==> src/rtl/fault_ram_pkg.sv <==
package fault_ram_pkg;
  localparam int KW = 4;
  localparam logic [KW-1:0] FK_NONE      = 4'd0;
  localparam logic [KW-1:0] FK_SA0       = 4'd1;
  localparam logic [KW-1:0] FK_SA1       = 4'd2;
  localparam logic [KW-1:0] FK_TF_UP     = 4'd3;
  localparam logic [KW-1:0] FK_TF_DN     = 4'd4;
  localparam logic [KW-1:0] FK_RD_DIST   = 4'd5;
  localparam logic [KW-1:0] FK_RD_DECEPT = 4'd6;
  localparam logic [KW-1:0] FK_RD_WRONG  = 4'd7;
  localparam logic [KW-1:0] FK_WR_DIST   = 4'd8;

  function automatic logic kind_active(input logic [KW-1:0] k);
    return (k >= FK_SA0) && (k <= FK_WR_DIST);
  endfunction
endpackage

==> src/rtl/fault_ram_store.sv <==
module fault_ram_store #(
  parameter int AW = 6,
  parameter int DW = 8
) (
  input  logic          clk,
  input  logic          rst,
  input  logic          we,
  input  logic          re,
  input  logic [AW-1:0] a,
  input  logic [DW-1:0] d,
  output logic [DW-1:0] q
);
  localparam int DEPTH = 1 << AW;

  logic [DW-1:0] mem [DEPTH];

  always_ff @(posedge clk) begin
    if (we) mem[a] <= d;
  end

  always_ff @(posedge clk) begin
    if (rst)     q <= '0;
    else if (re) q <= mem[a];
  end
endmodule

==> src/rtl/fault_ram_cell.sv <==
module fault_ram_cell
  import fault_ram_pkg::*;
(
  input  logic          clk,
  input  logic          rst,
  input  logic [KW-1:0] kind,
  input  logic          wr_hit,
  input  logic          rd_hit,
  input  logic          wbit,
  output logic          state,
  output logic          rd_bit_q
);
  logic state_q, state_d, rd_out;

  always_comb begin
    state_d = state_q;
    rd_out  = state_q;
    if (wr_hit) begin
      unique case (kind)
        FK_SA0:     state_d = 1'b0;
        FK_SA1:     state_d = 1'b1;
        FK_TF_UP:   state_d = (!state_q && wbit) ? 1'b0 : wbit;
        FK_TF_DN:   state_d = (state_q && !wbit) ? 1'b1 : wbit;
        FK_WR_DIST: state_d = (wbit == state_q) ? ~state_q : wbit;
        default:    state_d = wbit;
      endcase
    end else if (rd_hit) begin
      unique case (kind)
        FK_SA0:       rd_out = 1'b0;
        FK_SA1:       rd_out = 1'b1;
        FK_RD_DIST:   begin rd_out = ~state_q; state_d = ~state_q; end
        FK_RD_DECEPT: begin rd_out = state_q;  state_d = ~state_q; end
        FK_RD_WRONG:  rd_out = ~state_q;
        default:      rd_out = state_q;
      endcase
    end
  end

  always_ff @(posedge clk) begin
    if (rst) begin
      state_q  <= (kind == FK_SA1);
      rd_bit_q <= 1'b0;
    end else begin
      state_q <= state_d;
      if (rd_hit) rd_bit_q <= rd_out;
    end
  end

  assign state = state_q;
endmodule

==> src/rtl/fault_ram.sv <==
module fault_ram
  import fault_ram_pkg::*;
#(
  parameter int AW = 6,
  parameter int DW = 8,
  localparam int BW = (DW > 1) ? $clog2(DW) : 1
) (
  input  logic          clk,
  input  logic          rst,
  input  logic [AW-1:0] addr,
  input  logic          wr_en,
  input  logic [DW-1:0] wr_data,
  input  logic          rd_en,
  input  logic [AW-1:0] flt_addr,
  input  logic [BW-1:0] flt_bit,
  input  logic [KW-1:0] flt_kind,
  output logic [DW-1:0] rd_data
);
  logic [AW-1:0] cfg_addr_q;
  logic [BW-1:0] cfg_bit_q;
  logic [KW-1:0] cfg_kind_q;
  logic [KW-1:0] cell_kind;
  logic          do_rd, tgt, hit_q, cell_rd, cell_state, cell_wbit;
  logic [DW-1:0] store_q;

  always_ff @(posedge clk) begin
    if (rst) begin
      cfg_addr_q <= flt_addr;
      cfg_bit_q  <= flt_bit;
      cfg_kind_q <= flt_kind;
    end
  end

  // during reset the cell sees the incoming code so it resets to the right level
  assign cell_kind = rst ? flt_kind : cfg_kind_q;
  assign do_rd     = rd_en && !wr_en;
  assign tgt       = kind_active(cfg_kind_q) && (addr == cfg_addr_q);
  assign cell_wbit = wr_data[cfg_bit_q];

  fault_ram_store #(.AW(AW), .DW(DW)) u_store (
    .clk (clk),
    .rst (rst),
    .we  (wr_en),
    .re  (do_rd),
    .a   (addr),
    .d   (wr_data),
    .q   (store_q)
  );

  fault_ram_cell u_cell (
    .clk      (clk),
    .rst      (rst),
    .kind     (cell_kind),
    .wr_hit   (wr_en && tgt),
    .rd_hit   (do_rd && tgt),
    .wbit     (cell_wbit),
    .state    (cell_state),
    .rd_bit_q (cell_rd)
  );

  always_ff @(posedge clk) begin
    if (rst)        hit_q <= 1'b0;
    else if (do_rd) hit_q <= tgt;
  end

  for (genvar g = 0; g < DW; g++) begin : g_merge
    assign rd_data[g] = (hit_q && (cfg_bit_q == BW'(g))) ? cell_rd : store_q[g];
  end
endmodule

==> config.mk <==
export PLATFORM = sky130hd
export DESIGN_NAME = fault_ram
export DESIGN_NICKNAME = d
export VERILOG_FILES = /design/src/rtl/fault_ram_pkg.sv /design/src/rtl/fault_ram_store.sv /design/src/rtl/fault_ram_cell.sv /design/src/rtl/fault_ram.sv
export SDC_FILE = /design/constraint.sdc
export NUM_CORES = 1
export LEC_CHECK = 0
export BUFFER_PORTS_ARGS = -buffer_cell sky130_fd_sc_hd__buf_2
export CAP_MARGIN = 20
export CORE_MARGIN = 10
export CORE_UTILIZATION = 29
export CTS_CLUSTER_DIAMETER = 30
export CTS_CLUSTER_SIZE = 20
export DETAILED_ROUTE_END_ITERATION = 10
export GPL_TIMING_DRIVEN = 0
export PLACE_DENSITY = 0.47
export REMOVE_ABC_BUFFERS = 1
export SYNTH_ARGS = -nofsm -noshare
export SYNTH_HDL_FRONTEND = slang
export SYNTH_SLANG_ARGS = --single-unit
==> constraint.sdc <==
create_clock -name clk -period 2 [get_ports clk]
set_input_delay 0.2 -clock clk [delete_from_list [all_inputs] [get_ports clk]]
set_output_delay 0.2 -clock clk [all_outputs]
set_load 0.1 [all_outputs]
==> metrics.md, run 1 <==
| Metric | Value |
|---|---|
| Cell area after layout | `29380 sq um` |
| Share of the synthesized area in the top cell type | `0.7203` |
| DR DRC count | `0` |
| Via count | `roughly 13000` |
| Number of diodes | `0` |
| Synth area leaders | `edfxtp_1 72%, mux4_2 5.1%, mux2i_1 4.5%` |
| Uppermost layer routed | `met5` |
| DRT Wirelength | `between 60 and 70 mm` |
| Post-synth top area cell | `edfxtp_1` |
| DPL Wire Length | `between 30 and 40 mm` |
| Leakage | `9.827 nW` |
| Synth unique cells | `73` |
| Hold Vio Cnt, Final | `0` |
| Final WS setup | `-156.2 ps` |
| Die height | `between 200 and 300 um` |
| Hold Path Class | `in -> reg` |
| WL/cell | `25.88 um` |
| Metal-1 WL | `about 28 mm` |
| Crit. End Element | `output pin` |
| Port Buffer Count | `38` |
| Fin crit share | `1.078` |
| Row cnt | `100` |
| Worst EP arrival | `1960 ps` |
| R2R Path Start | `cfg_bit_q[0]` |
| Fraction of registers with async set/reset | `0` |
| Final setup viols | `13` |
| CORE AREA | `74450 sq um` |
| Sequential fraction of the synthesis area | `0.7332` |
| Seq. cell area | `~16000 sq um` |
| FF-to-FF setup slack | `-50 ps` |
| CP startpoint kind | `register` |
| Fmax achieved | `463.8 MHz` |
| Pre-antenna DRT Iters | `5` |
| Area post-placement | `23050 sq um` |
| Vias in the first global route | `around 13000` |
| Origin of the worst setup path | `cfg_bit_q[0]` |
| Status | `complete, but fails checks` |
| Avg Cell Area, Syn | `17.31 sq um` |
| Clock skew | `22.97 ps` |
| Failing checks | `negative setup slack` |
| Longest Clk Path Bufs | `3` |
| Worst IR Drop VDD | `0.7686 mV` |
| Die Area | `86390 sq um` |
| Total track usage | `0.1476` |
| Final Wtd Congestion | `between 0.8 and 0.9` |
| Initial antenna violation count | `4` |
| Req. time, crit path | `1800 ps` |
| Antenna-violating nets left | `0` |
| WS Path Type | `reg -> out` |
| Vias per cell | `5.132` |
| Root Buffer | `clkbuf_16` |
| PD cells | `approximately 1200 nW/um^2` |
| Rel. slew slack | `0.2694` |
| First-pass GRT wire length | `93.09 mm` |
| CTS Buf Count | `116` |
| Clock Pin Slew Worst Setup and Hold Paths | `approximately 50 ps` |
| Nets | `between 1000 and 1500` |
| TritonCTS clock tree | `built` |
| Wire length on met2 | `31.18 mm` |
| TritonCTS sink count | `536` |
| Critical-path maximum fanout | `4` |
| HP Start | `wr_data[2]` |
| Core Util, Final | `0.3946` |
| FILL cells | `6681` |
| Layout cells sized above 1 | `0.3383` |
| Initial Util | `0.2923` |
| Post-place setup slack | `-2008 ps` |
| RSZ-0062 raised after global routing | `true` |
| Synth Register Bits | `536` |
| Netlist Area Pre-Place | `21760 sq um` |
| Synth warn | `0` |
| Synth Instances | `1257` |
| Drt initial violations | `1067` |
| Max Slew Vio Count | `0` |
| Met3 wire length | `4.079 mm` |
| Layout overhead on the synthesized area | `34.99%` |
| WHS | `about 23 ps` |
| Min Tclk post-route | `about 2200 ps` |
| Clock latency on the worst-skew pair | `between 600 and 700 ps` |
| IO Pins | `39` |
| Footprint of the multi-input gates | `6013 sq um` |
| Post-synth EDFFs | `roughly 520` |
| MaxCap Viol Count | `0` |
| Overflow after GRT | `0` |
| Synth Flop Type | `edfxtp_1` |
| Pin count of the biggest net entering global routing | `60` |
| Die X | `293.9 um` |
| Worst Tran Pin Value | `1094 ps` |
| H-tree levels | `3` |
| Setup TNS | `-1176 ps` |
==> routing by layer <==
metal / vias to the layer above / GRT usage
li1: 5546 / -
met3: 124 / 0.02828
met5: - / 0
met4: 8 / 0.04666
met2: 497 / 0.2393
met1: 6732 / 0.1970
==> cell families (layout without fill, tap and decap cells) <==
logic type,Yosys count,after routing,share of synthesized area
AOI/OAI and AO/OA,207,207,0.06934
muxes,182,182,0.1141
xor gates and xnor gates,7,7,0.002817
DFF,536,536,0.7332
and+or+nand+nor,237,237,0.05526
buffers and inverters,88,377,0.02530
==> cell usage in the layout, fill, tap and decap left out, types with 8 or more instances in the layout <==
cell / instances
buf_16: 9
mux2_4: 8
nand3_1: 14
edfxtp_1: 522
and3b_1: 12
nand2b_1: 15
buf_12: 45
clkinv_2: 15
mux4_2: 49
dfxtp_1: 13
buf_4: 44
a221oi_1: 23
clkinvlp_4: 12
nand2_1: 36
o21ai_0: 20
mux2_2: 26
o22ai_1: 19
buf_2: 27
clkbuf_16: 118
clkbuf_1: 14
mux2i_1: 95
o22a_1: 9
nor2_1: 23
bufinv_16: 26
a21oi_1: 25
nor2_4: 66
a22oi_1: 25
dlygate4sd3_1: 13
a31oi_1: 11
clkinv_1: 18
==> flip-flops by register name, indices dropped and copies added (netlist names) <==
| name | cells |
|---|---|
| u_store.mem | 512 |
| u_store.q | 8 |
| cfg_addr_q | 6 |
| cfg_kind_q | 4 |
| cfg_bit_q | 3 |
| hit_q | 1 |
| u_cell.rd_bit_q | 1 |
| u_cell.state | 1 |
==> Yosys cell counts (12+ instances only) <==
cell type	instances
a21oi_1	27
a221oi_1	23
a22oi_1	26
a31oi_1	14
and3b_1	12
buf_2	30
clkbuf_1	21
dfxtp_1	14
edfxtp_1	522
mux2_2	33
mux2i_1	98
mux4_2	49
nand2_1	40
nand2b_1	17
nand3_1	19
nor2_1	89
o21ai_0	22
o22ai_1	19
==> critical path: stages, from the launching register on <==
cell and delay, ps:
edfxtp_1 410, buf_6 150, buf_6 120, nor3b_4 140, mux2_4 310, buf_12 170
==> metrics by stage <==
step | power, mW | cells
floorplan | 13.39 | 1177
global placement | 14.23 | 2184
detailed placement | 14.26 | 2201
CTS | 34.58 | 2491
global route | 35.33 | 2515
finish | 34.41 | 2515
==> final timing paths <==
kind | to | cells past startpoint
hold reg to reg | hit_q | 2
hold / removal | u_store.mem[15][2] | 1
setup / recovery | rd_data[1] | 5
setup reg to reg | u_cell.state | 7
==> power by group <==
group / total [mW] / leakage, nW / switching [mW] / internal (mW)
registers: 12.5 / 4.82 / 0.0514 / 12.5
clock network: 20.1 / 1.99 / 6.05 / 14.0
logic: 1.82 / 3.02 / 1.17 / 0.655
==> what timing repair did <==
item,4_1_cts,5_1_grt
resized for setup,192,38
cloned,3,2
endpoints found under the setup margin,531,242
hold endpoints to repair,13,0
hold buffers,13,0
pin swaps,36,16
buffers inserted,58,20
==> cell type report <==
type | instances | area share
clock inverters | 83 | 0.03863
multi-input cells | 633 | 0.2047
flip-flops and latches | 536 | 0.5432
clock buffers | 133 | 0.1024
inverters | 8 | 0.001406
well taps | 969 | 0.04127
repair buffers | 153 | 0.06840
Note: power is estimated with default switching activity, not from simulation.
==> inputs of run 2 (changes only) <==
--- a/config.mk
+++ b/config.mk
@@ -7,6 +7,7 @@
 export LEC_CHECK = 0
 export BUFFER_PORTS_ARGS = -buffer_cell sky130_fd_sc_hd__buf_2
 export CAP_MARGIN = 20
+export CORE_ASPECT_RATIO = 0.75
 export CORE_MARGIN = 10
 export CORE_UTILIZATION = 29
 export CTS_CLUSTER_DIAMETER = 30
@@ -14,7 +15,6 @@
 export DETAILED_ROUTE_END_ITERATION = 10
 export GPL_TIMING_DRIVEN = 0
 export PLACE_DENSITY = 0.47
-export REMOVE_ABC_BUFFERS = 1
 export SYNTH_ARGS = -nofsm -noshare
 export SYNTH_HDL_FRONTEND = slang
 export SYNTH_SLANG_ARGS = --single-unit
==> run 2 against run 1 <==
The flow still finishes with violations (negative setup slack). Sequential share of layout area increased by 1.4 points. Global-route usage increased by 3.0 points. Final cell count increased by 0.52%. Count of clock-buffer cells in the layout decreased by 32. Register-to-register slack improved by 90 ps. Highest routed layer unchanged. Wire length increased by 21%. Cell area decreased by 2.5%. Non-clock buffer count increased by 50.
==> metrics.md, run 2 (same netlist as run 1, synthesis figures left out) <==
| Metric | Value |
|---|---|
| WL/cell | `31.10 um (+20%)` |
| Uppermost layer routed | `met5` |
| DRT Wirelength | `78.62 mm (+21%)` |
| Die X | `336.3 um (+14%)` |
| Area post-placement | `23330 sq um (+1.2%)` |
| Layout cells sized above 1 | `0.3524 (+0.01408)` |
| TritonCTS sink count | `536 (unchanged)` |
| Final std cells w/o fill | `2528 (+0.52%)` |
| Die height | `257.2 um (-12%)` |
| DPL Wire Length | `51.67 mm (+35%)` |
| Post-place setup slack | `-1993 ps (+15.18 ps)` |
| Fmax achieved | `465.3 MHz (+0.33%)` |
| Slowest cell on crit path | `edfxtp_1` |
| Post-synth net total | `between 1000 and 1500` |
| Biggest register | `u_store.mem` |
| H-tree levels | `3 (unchanged)` |
| Power, Total | `31.16 mW (-9.4%)` |
| RSZ-0062 raised after global routing | `true` |
| Pre-antenna DRT Iters | `5 (unchanged)` |
| Leakage | `9.510 nW (-3.2%)` |
| Hold Vio Cnt, Final | `0 (unchanged)` |
| Metal-1 WL | `35.59 mm (+27%)` |
| Worst EP arrival | `1950 ps (about the same)` |
| Clock skew | `21.60 ps (-1.368 ps)` |
| Cell area after layout | `28640 sq um (-2.5%)` |
| Critical-path cell list | `nand2b_4 -> nor3b_4 -> mux2_4 -> buf_12` |
| Commonest non-fill, non-tap cell in the layout | `edfxtp_1` |
| CORE AREA | `73920 sq um (-0.70%)` |
| Pin count of the biggest net entering global routing | `49 (-18%)` |
| Most frequent cells in the layout | `522 x edfxtp_1, 98 x clkbuf_16, 93 x mux2i_1, 65 x nor2_4, 52 x buf_4` |
| CTS Buf Count | `95 (-18%)` |
| WHS | `32.16 ps (+9.142 ps)` |
| Overflow after GRT | `0 (unchanged)` |
| Drt initial violations | `1672 (+57%)` |
| First-pass GRT wire length | `108.0 mm (+16%)` |
| Vias per cell | `5.414 (+5.5%)` |
| Initial Util | `0.2944 (+0.002068)` |
| Clock latency on the worst-skew pair | `640 ps (-20 ps)` |
| DR DRC count | `0 (unchanged)` |
| Clock Pin Slew Worst Setup and Hold Paths | `60 ps (about the same)` |
| TritonCTS clock tree | `built` |
| Crit path buffers/inverters | `1 (-2)` |
| Total track usage | `0.1779 (+0.03035)` |
| Final setup viols | `27 (+14)` |
| Nets | `1508 (+2.0%)` |
| Worst Tran Pin Value | `1113 ps (+19.19 ps)` |
| Vias in the first global route | `13500 (+3.4%)` |
| Worst IR Drop VDD | `0.7206 mV (-6.2%)` |
| Longest Clk Path Bufs | `3 (unchanged)` |
| Max Slew Vio Count | `0 (unchanged)` |
| Crit. End Element | `output pin` |
| CP startpoint kind | `register` |
| Hold Path Class | `in -> reg` |
| Critical-path maximum fanout | `4 (unchanged)` |
| Status | `complete, but fails checks` |
| Port Buffer Count | `35 (-7.9%)` |
| Placed Cells | `2270 (+3.1%)` |
| Wire length on met2 | `31.61 mm (+1.4%)` |
| MaxCap Viol Count | `0 (unchanged)` |
| Final WS setup | `-149.2 ps (+7.035 ps)` |
| Max FFs per register | `512 (unchanged)` |
| Met3 wire length | `9.044 mm (+120%)` |
| Rel. slew slack | `0.2581 (-0.01129)` |
| Via count | `13690 (+6.0%)` |
| Die Area | `86510 sq um (+0.13%)` |
| Slowest cell delay on critical path | `400 ps (about the same)` |
| Row cnt | `86 (-14%)` |
| Req. time, crit path | `1800 ps (about the same)` |
| Core Util, Final | `0.3874 (-0.007177)` |
| WS Path Type | `reg -> out` |
| Cell family with the largest share of critical-path delay | `flip-flops` |
| Final Wtd Congestion | `0.8950 (+12%)` |
| Failing checks | `negative setup slack` |
| IO Pins | `39 (unchanged)` |
| Setup TNS | `-885.9 ps (+290.5 ps)` |
| Biggest regs | `u_store.mem (512), u_store.q (8), cfg_addr_q (6)` |
| Layout overhead on the synthesized area | `31.61%` |
| Root Buffer | `clkbuf_16` |
| Min Tclk post-route | `2149 ps (-7.035 ps)` |
| Fin crit share | `1.075 (-0.003518)` |
| Initial antenna violation count | `7 (+3)` |
| PD cells | `1088 nW/um^2 (-7.1%)` |
| Antenna-violating nets left | `0 (unchanged)` |
run 2: cell types whose count changed in the layout (fill, tap and decap cells not counted), sizes merged:
cell / delta
bufinv: -17
bufbuf: -3
diode: +2
buf: +29
clkdlybuf4s15: +1
inv: +22
clkinvlp: +3
dlygate4sd3: +1
clkinv: -14
clkbuf: -10
run 2: path summary, 6_finish.rpt:
check / slack (ps) / to / depth (start not counted) / startpoint
setup / recovery: -150 / rd_data[2] / 4 / cfg_bit_q[2]
hold / removal: 30 / u_store.mem[38][4] / 1 / wr_data[4]
setup reg to reg: 40 / u_store.q[3] / 5 / u_store.mem[26][3]
hold reg to reg: 530 / u_store.q[3] / 2 / u_store.q[3]
run 2: metal layers:
layer / vias to the layer above / global-route usage
li1: 5598 / -
met1: 7117 / 0.2557
met2: 810 / 0.2403
met3: 160 / 0.07299
met4: 2 / 0.05109
met5: - / 0
run 2: where the power goes:
part | leakage, nW | total (mW) | switching, mW | internal [mW]
combinational | 3.10 | 2.07 | 1.41 | 0.663
sequential | 4.82 | 12.5 | 0.0452 | 12.4
clock | 1.58 | 16.6 | 6.24 | 10.4
total | 9.51 | 31.2 | 7.70 | 23.5
run 2: area by class of cell:
| cell class | count | area (sq um) |
|---|---|---|
| fillers | 6681 | 45280 |
| flip-flops and latches | 536 | 15960 |
| multi-input cells | 633 | 6033 |
| clock buffers | 101 | 2464 |
| repair buffers | 124 | 1478 |
| well taps | 968 | 1211 |
| clock inverters | 77 | 849.6 |
| plain buffers | 79 | 605.6 |
| inverters | 8 | 36.28 |
| diodes | 2 | 5.005 |
run 2: worst register-to-register path, stage by stage (launching register included):
cell	delay (ps)
edfxtp_1	360
mux4_2	520
a31oi_4	300
o31ai_1	220
nor4_1	280
a311oi_1	120
run 2: timing repair:
item | in CTS | in global routing
setup endpoints to repair | 529 | 144
pin swaps | 37 | 1
setup buffers | 65 | 0
hold endpoints to repair | 22 | 0
resized for setup | 241 | 30
hold buffers | 14 | 0
